$ cat config.mk
export PLATFORM = sky130hd
export DESIGN_NAME = fixgpio_irq
export DESIGN_NICKNAME = d
export VERILOG_FILES = /design/src/rtl/fixgpio_pkg.sv /design/src/rtl/fixgpio_sync.sv /design/src/rtl/fixgpio_edge.sv /design/src/rtl/fixgpio_pend.sv /design/src/rtl/fixgpio_irq.sv
export SDC_FILE = /design/constraint.sdc
export NUM_CORES = 1
export LEC_CHECK = 0
export BUFFER_PORTS_ARGS = -buffer_cell sky130_fd_sc_hd__buf_2
export CAP_MARGIN = 20
export CORE_ASPECT_RATIO = 1.2
export CORE_UTILIZATION = 54
export DETAILED_ROUTE_END_ITERATION = 12
export GPL_ROUTABILITY_DRIVEN = 0
export PLACE_DENSITY_LB_ADDON = 0.05
export SETUP_SLACK_MARGIN = 0.4
export SYNTH_ARGS = -nofsm -noshare
export SYNTH_HDL_FRONTEND = slang
export SYNTH_SLANG_ARGS = --single-unit
$ cat constraint.sdc
create_clock -name clk -period 2.14 [get_ports clk]
set_input_delay 0.321 -clock clk [delete_from_list [all_inputs] [get_ports clk]]
set_output_delay 0.321 -clock clk [all_outputs]
set_load 0.005 [all_outputs]
$ cat src/rtl/fixgpio_pkg.sv
package fixgpio_pkg;

    localparam int unsigned BYTE_W   = 8;
    localparam int unsigned ADDR_W   = 3;
    localparam int unsigned OUT_CNT  = 4;
    localparam int unsigned IN_CNT   = 4;
    localparam int unsigned TRIG_W   = 2;
    localparam int unsigned SYNC_LEN = 2;

    localparam logic [ADDR_W-1:0] OFF_DIR  = 3'd0;
    localparam logic [ADDR_W-1:0] OFF_DATA = 3'd1;
    localparam logic [ADDR_W-1:0] OFF_TRIG = 3'd3;
    localparam logic [ADDR_W-1:0] OFF_PEND = 3'd4;

    // Field layout: bit 1 arms rising edges, bit 0 arms falling edges.
    typedef struct packed {
        logic rise_en;
        logic fall_en;
    } trig_t;

    typedef enum logic [2:0] {
        SEL_DIR,
        SEL_DATA,
        SEL_TRIG,
        SEL_PEND,
        SEL_NONE
    } sel_e;

    function automatic sel_e decode_addr(input logic [ADDR_W-1:0] a);
        sel_e s;
        case (a)
            OFF_DIR:  s = SEL_DIR;
            OFF_DATA: s = SEL_DATA;
            OFF_TRIG: s = SEL_TRIG;
            OFF_PEND: s = SEL_PEND;
            default:  s = SEL_NONE;
        endcase
        return s;
    endfunction

    function automatic logic edge_hit(input trig_t t, input logic prev,
                                      input logic cur);
        return (t.rise_en & ~prev & cur) | (t.fall_en & prev & ~cur);
    endfunction

endpackage

$ cat src/rtl/fixgpio_sync.sv
module fixgpio_sync #(
    parameter int unsigned W      = 4,
    parameter int unsigned STAGES = 2
) (
    input  logic         clk,
    input  logic         rst,
    input  logic [W-1:0] din,
    output logic [W-1:0] dout
);
    logic [STAGES-1:0][W-1:0] chain_q;

    always_ff @(posedge clk) begin
        if (rst) chain_q <= '0;
        else     chain_q <= {chain_q[STAGES-2:0], din};
    end

    assign dout = chain_q[STAGES-1];
endmodule

$ cat src/rtl/fixgpio_edge.sv
module fixgpio_edge
    import fixgpio_pkg::*;
#(
    parameter int unsigned N = 4
) (
    input  logic                  clk,
    input  logic                  rst,
    input  logic [N-1:0]          level,
    input  logic [N*TRIG_W-1:0]   trig_bits,
    output logic [N-1:0]          event_o
);
    logic [N-1:0] prev_q;

    always_ff @(posedge clk) begin
        if (rst) prev_q <= '0;
        else     prev_q <= level;
    end

    for (genvar k = 0; k < N; k++) begin : g_pin
        trig_t cfg;
        assign cfg        = trig_t'(trig_bits[k*TRIG_W +: TRIG_W]);
        assign event_o[k] = edge_hit(cfg, prev_q[k], level[k]);
    end
endmodule

$ cat src/rtl/fixgpio_pend.sv
module fixgpio_pend #(
    parameter int unsigned N = 4
) (
    input  logic         clk,
    input  logic         rst,
    input  logic [N-1:0] set_i,
    input  logic [N-1:0] clr_i,
    output logic [N-1:0] pend_o,
    output logic         any_o
);
    logic [N-1:0] pend_q;

    always_ff @(posedge clk) begin
        if (rst) pend_q <= '0;
        else     pend_q <= (pend_q & ~clr_i) | set_i;
    end

    assign pend_o = pend_q;
    assign any_o  = |pend_q;

    AST_CLEAR_TAKES: assert property (@(posedge clk) disable iff (rst)
        (|(clr_i & ~set_i)) |=> ((pend_q & $past(clr_i & ~set_i)) == '0));
    AST_HOLD_UNCLEARED: assert property (@(posedge clk) disable iff (rst)
        (|(pend_q & ~clr_i)) |=> ((pend_q & $past(pend_q & ~clr_i)) == $past(pend_q & ~clr_i)));
    AST_SET_WINS: assert property (@(posedge clk) disable iff (rst)
        (|set_i) |=> ((pend_q & $past(set_i)) == $past(set_i)));
endmodule

$ cat src/rtl/fixgpio_irq.sv
module fixgpio_irq
    import fixgpio_pkg::*;
#(
    parameter int unsigned N_OUT       = OUT_CNT,
    parameter int unsigned N_IN        = IN_CNT,
    parameter int unsigned SYNC_STAGES = SYNC_LEN
) (
    input  logic              clk,
    input  logic              rst,
    input  logic [ADDR_W-1:0] bus_addr,
    input  logic              bus_we,
    input  logic [BYTE_W-1:0] bus_wdata,
    output logic [BYTE_W-1:0] bus_rdata,
    output logic [N_OUT-1:0]  pad_out,
    input  logic [N_IN-1:0]   pad_in,
    output logic              irq
);
    localparam int unsigned          CFG_W   = N_IN * TRIG_W;
    localparam logic [BYTE_W-1:0]    DIR_VAL = BYTE_W'((1 << N_OUT) - 1);

    sel_e              sel;
    logic [N_OUT-1:0]  out_q;
    logic [CFG_W-1:0]  trig_q;
    logic [N_IN-1:0]   in_lvl;
    logic [N_IN-1:0]   edge_ev;
    logic [N_IN-1:0]   clr_vec;
    logic [N_IN-1:0]   pend;
    logic              pend_any;

    assign sel = decode_addr(bus_addr);

    always_ff @(posedge clk) begin
        if (rst) begin
            out_q  <= '0;
            trig_q <= '0;
        end else if (bus_we) begin
            if (sel == SEL_DATA) out_q  <= bus_wdata[N_OUT-1:0];
            if (sel == SEL_TRIG) trig_q <= bus_wdata[CFG_W-1:0];
        end
    end

    assign clr_vec = (bus_we && sel == SEL_PEND) ? bus_wdata[N_IN-1:0] : '0;

    fixgpio_sync #(.W(N_IN), .STAGES(SYNC_STAGES)) u_sync (
        .clk(clk), .rst(rst), .din(pad_in), .dout(in_lvl)
    );

    fixgpio_edge #(.N(N_IN)) u_edge (
        .clk(clk), .rst(rst), .level(in_lvl), .trig_bits(trig_q),
        .event_o(edge_ev)
    );

    fixgpio_pend #(.N(N_IN)) u_pend (
        .clk(clk), .rst(rst), .set_i(edge_ev), .clr_i(clr_vec),
        .pend_o(pend), .any_o(pend_any)
    );

    always_comb begin
        case (sel)
            SEL_DIR:  bus_rdata = DIR_VAL;
            SEL_DATA: bus_rdata = BYTE_W'({in_lvl, out_q});
            SEL_TRIG: bus_rdata = BYTE_W'(trig_q);
            SEL_PEND: bus_rdata = BYTE_W'(pend);
            default:  bus_rdata = '0;
        endcase
    end

    assign pad_out = out_q;
    assign irq     = pend_any;

    AST_RESET_QUIET: assert property (@(posedge clk)
        rst |=> (pad_out == '0 && !irq));
    AST_OUT_ONLY_ON_WRITE: assert property (@(posedge clk) disable iff (rst)
        !(bus_we && bus_addr == OFF_DATA) |=> $stable(pad_out));
    AST_IRQ_VS_READ: assert property (@(posedge clk) disable iff (rst)
        (bus_addr == OFF_PEND) |-> ((bus_rdata != '0) == irq));
    AST_DIR_READ: assert property (@(posedge clk) disable iff (rst)
        (bus_addr == OFF_DIR) |-> (bus_rdata == 8'h0F));
endmodule

==> flow_summary.json <==
{
  "cts_setup_buffers": 0,
  "via_per_inst": 5.09,
  "skew_ns": 0.00259,
  "synthMuxAreaShare": 0.0670,
  "synth_ff_type": "dfxtp_1",
  "ys_types": 23,
  "synthCells": 132,
  "yosys.area.top_type": "dfxtp_1",
  "slew_headroom": 0.681,
  "r2r_cells": 2,
  "ys_async_sr_fraction": 0,
  "synthSimpleGateAreaFrac": 0.273,
  "cts_tree": "done",
  "fin_crit_ns": 1.64,
  "clk_pin_slew_ns": 0.14,
  "leakage_nw": 0.591,
  "nets": 177,
  "clock_path_buffers": 2,
  "grt_max_degree": 29,
  "synth-edff-count": 0,
  "hold_buffers": 0,
  "fin_util": 0.669,
  "min_to": "u_sync.chain_q[0]$_SDFF_PP0_",
  "dieHeight_um": 53.5,
  "cp.required_ns": 1.82,
  "worstSkewPairLatency_ns": 0.32,
  "r2r_end": "u_pend.pend_o[1]$_SDFF_PP0_",
  "first_global_vias": 864,
  "num_vias": 956,
  "r2r_start": "u_sync.dout[1]$_SDFF_PP0_",
  "cts-htree-levels": 1,
  "power.density_nw_per_um2": 696,
  "reg2reg_slack_ns": 1.40,
  "outcome": "completed",
  "synth_fp_nets": 150,
  "hpwlAfterDp_um": 1710,
  "syn_area_per_cell_um2": 9.05,
  "period_share": 0.768,
  "setup_viol": 0,
  "post_drt_wl_per_cell_um": 12.3,
  "grt_pass1_wl_um": 3700,
  "drt_iter0_drc": 13,
  "yosysSeqAreaShare": 0.469,
  "row_count": 18,
  "core_region_area_um2": 2070,
  "drt-total-wl_um": 2310,
  "yosys.area.top_type_share": 0.469,
  "ant_nets": 0,
  "synth-xor-area-share": 0,
  "initial_core_util": 0.577,
  "rsz0062_at_grt": "false",
  "ys_top_cells_by_area": "dfxtp_1, nor2b_1, mux2i_1, nand2_1, nand3b_1",
  "min-delay-start": "pad_in[0]",
  "start_kind": "flop",
  "worst_pin_slew_ns": 0.479,
  "synth_compound_area_frac": 0.121,
  "synthAdderAreaFrac": 0,
  "drc": 0,
  "syn_to_final_growth_pct": 16.0,
  "critical_path_class": "flop to output pin",
  "clock_sinks": 28,
  "antenna_found_initial": 0,
  "holdPathStages": 2,
  "maxSlewViolCount": 0,
  "worst_ep_arrival_time_ns": 1.32,
  "setup_tns_ns": 0,
  "maxCapViolations": 0,
  "yosys_warnings": 0,
  "grtUsageTotal": 0.214,
  "antenna_cells": 0,
  "cts_resized": 0,
  "fill_cells": 196,
  "io_buffers": 30,
  "die-area_um2": 2410,
  "hold_class": "primary input to flop",
  "cts-root-buf": "clkbuf_4",
  "grt-ovfl-total": 0,
  "path_max_fanout": 3,
  "endpoint_kind": "output pin",
  "fmax_mhz": 608,
  "die_w_um": 44.9,
  "final_cell_mix": "buf_2, dfxtp_1, nor2b_1, nand2_1, inv_1",
  "io_pins": 31,
  "drt_pass1_iterations": 4,
  "synth_top_family_by_area": "simple AND/OR/NAND/NOR gates",
  "cts_made_buffers": 3,
  "drive_above_1_share": 0.234,
  "layout_commonest_cell": "buf_2",
  "synth_area_um2": 1190,
  "hold_violations": 0,
  "ir_drop_mv": 0.800,
  "ys_ff_latch": 28
}
-- critical path, stage by stage (launching register included) --
cell and delay [ns]:
dfxtp_1 0.35, or4_1 0.52, buf_2 0.14
-- report_power, final --
group	switching, mW	internal, mW	total [mW]
registers	0.00824	0.536	0.544
clock network	0.148	0.189	0.338
logic	0.0429	0.0402	0.0831
total	0.200	0.765	0.965
-- metrics by stage --
step | std cells | hold slack, ns | worst slack, ns | instance area, um^2 | power (mW)
final | 188 | 0.199 | 0.496 | 1390 | 0.965
after floorplan | 132 | 0.414 | 0.914 | 1190 | 0.610
after global routing | 188 | 0.179 | 0.443 | 1390 | 1.01
after global placement | 184 | 0.416 | 0.752 | 1330 | 0.636
after detailed placement | 184 | 0.430 | 0.706 | 1330 | 0.639
after CTS | 188 | 0.184 | 0.487 | 1390 | 0.977
-- worst max-delay path by stage --
| stage | startpoint | slack [ns] | to |
|---|---|---|---|
| after CTS | u_pend.pend_o[2]$_SDFF_PP0_ | 0.49 | irq |
| after detailed placement | bus_addr[1] | 0.71 | bus_rdata[1] |
| after floorplan | bus_addr[2] | 0.91 | bus_rdata[0] |
| after global placement | bus_addr[2] | 0.75 | bus_rdata[0] |
| final | u_pend.pend_o[2]$_SDFF_PP0_ | 0.50 | irq |
| after global routing | u_pend.pend_o[2]$_SDFF_PP0_ | 0.44 | irq |
-- cell families after synthesis --
| logic type | after synthesis |
|---|---|
| AND/OR/NAND/NOR | 55 |
| flip-flops | 28 |
| AO/OA/AOI/OAI | 24 |
| buffers and inverters | 17 |
| multiplexers | 8 |
-- final cells by class --
| type | instances | area [um^2] | area share |
|---|---|---|---|
| Tap cell | 30 | 37.5 | 0.0271 |
| Clock inverter | 1 | 30.0 | 0.0217 |
| Sequential cell | 28 | 561 | 0.404 |
| Timing Repair Buffer | 30 | 150 | 0.108 |
| Inverter | 9 | 33.8 | 0.0244 |
| Clock buffer | 3 | 22.5 | 0.0162 |
| Multi-Input combinational cell | 87 | 552 | 0.398 |
-- cells in the mapped netlist (4+ instances only) --
cell type,count
dfxtp_1,28
a31oi_1,4
inv_1,9
a22o_1,4
a21oi_1,8
nor2b_1,16
o21ai_0,4
nand3b_1,8
nand2_1,16
mux2i_1,8
nor2_1,8
o22ai_1,4
-- sequential cells by signal, summed over array words and instances, names as in the netlist --
register and count:
pad_out 4, trig_q 8, u_edge.prev_q 4, u_pend.pend_o 4, u_sync.chain_q 4, u_sync.dout 4
-- metal layers --
metal,GRT usage,vias to the layer above,part of all wire
met4,0.0758,0,0.0061
met5,0,-,0
li1,-,498,-
met1,0.252,431,0.46
met3,0.0268,2,0.032
met2,0.391,25,0.50
(Power assumes the default switching activity.)
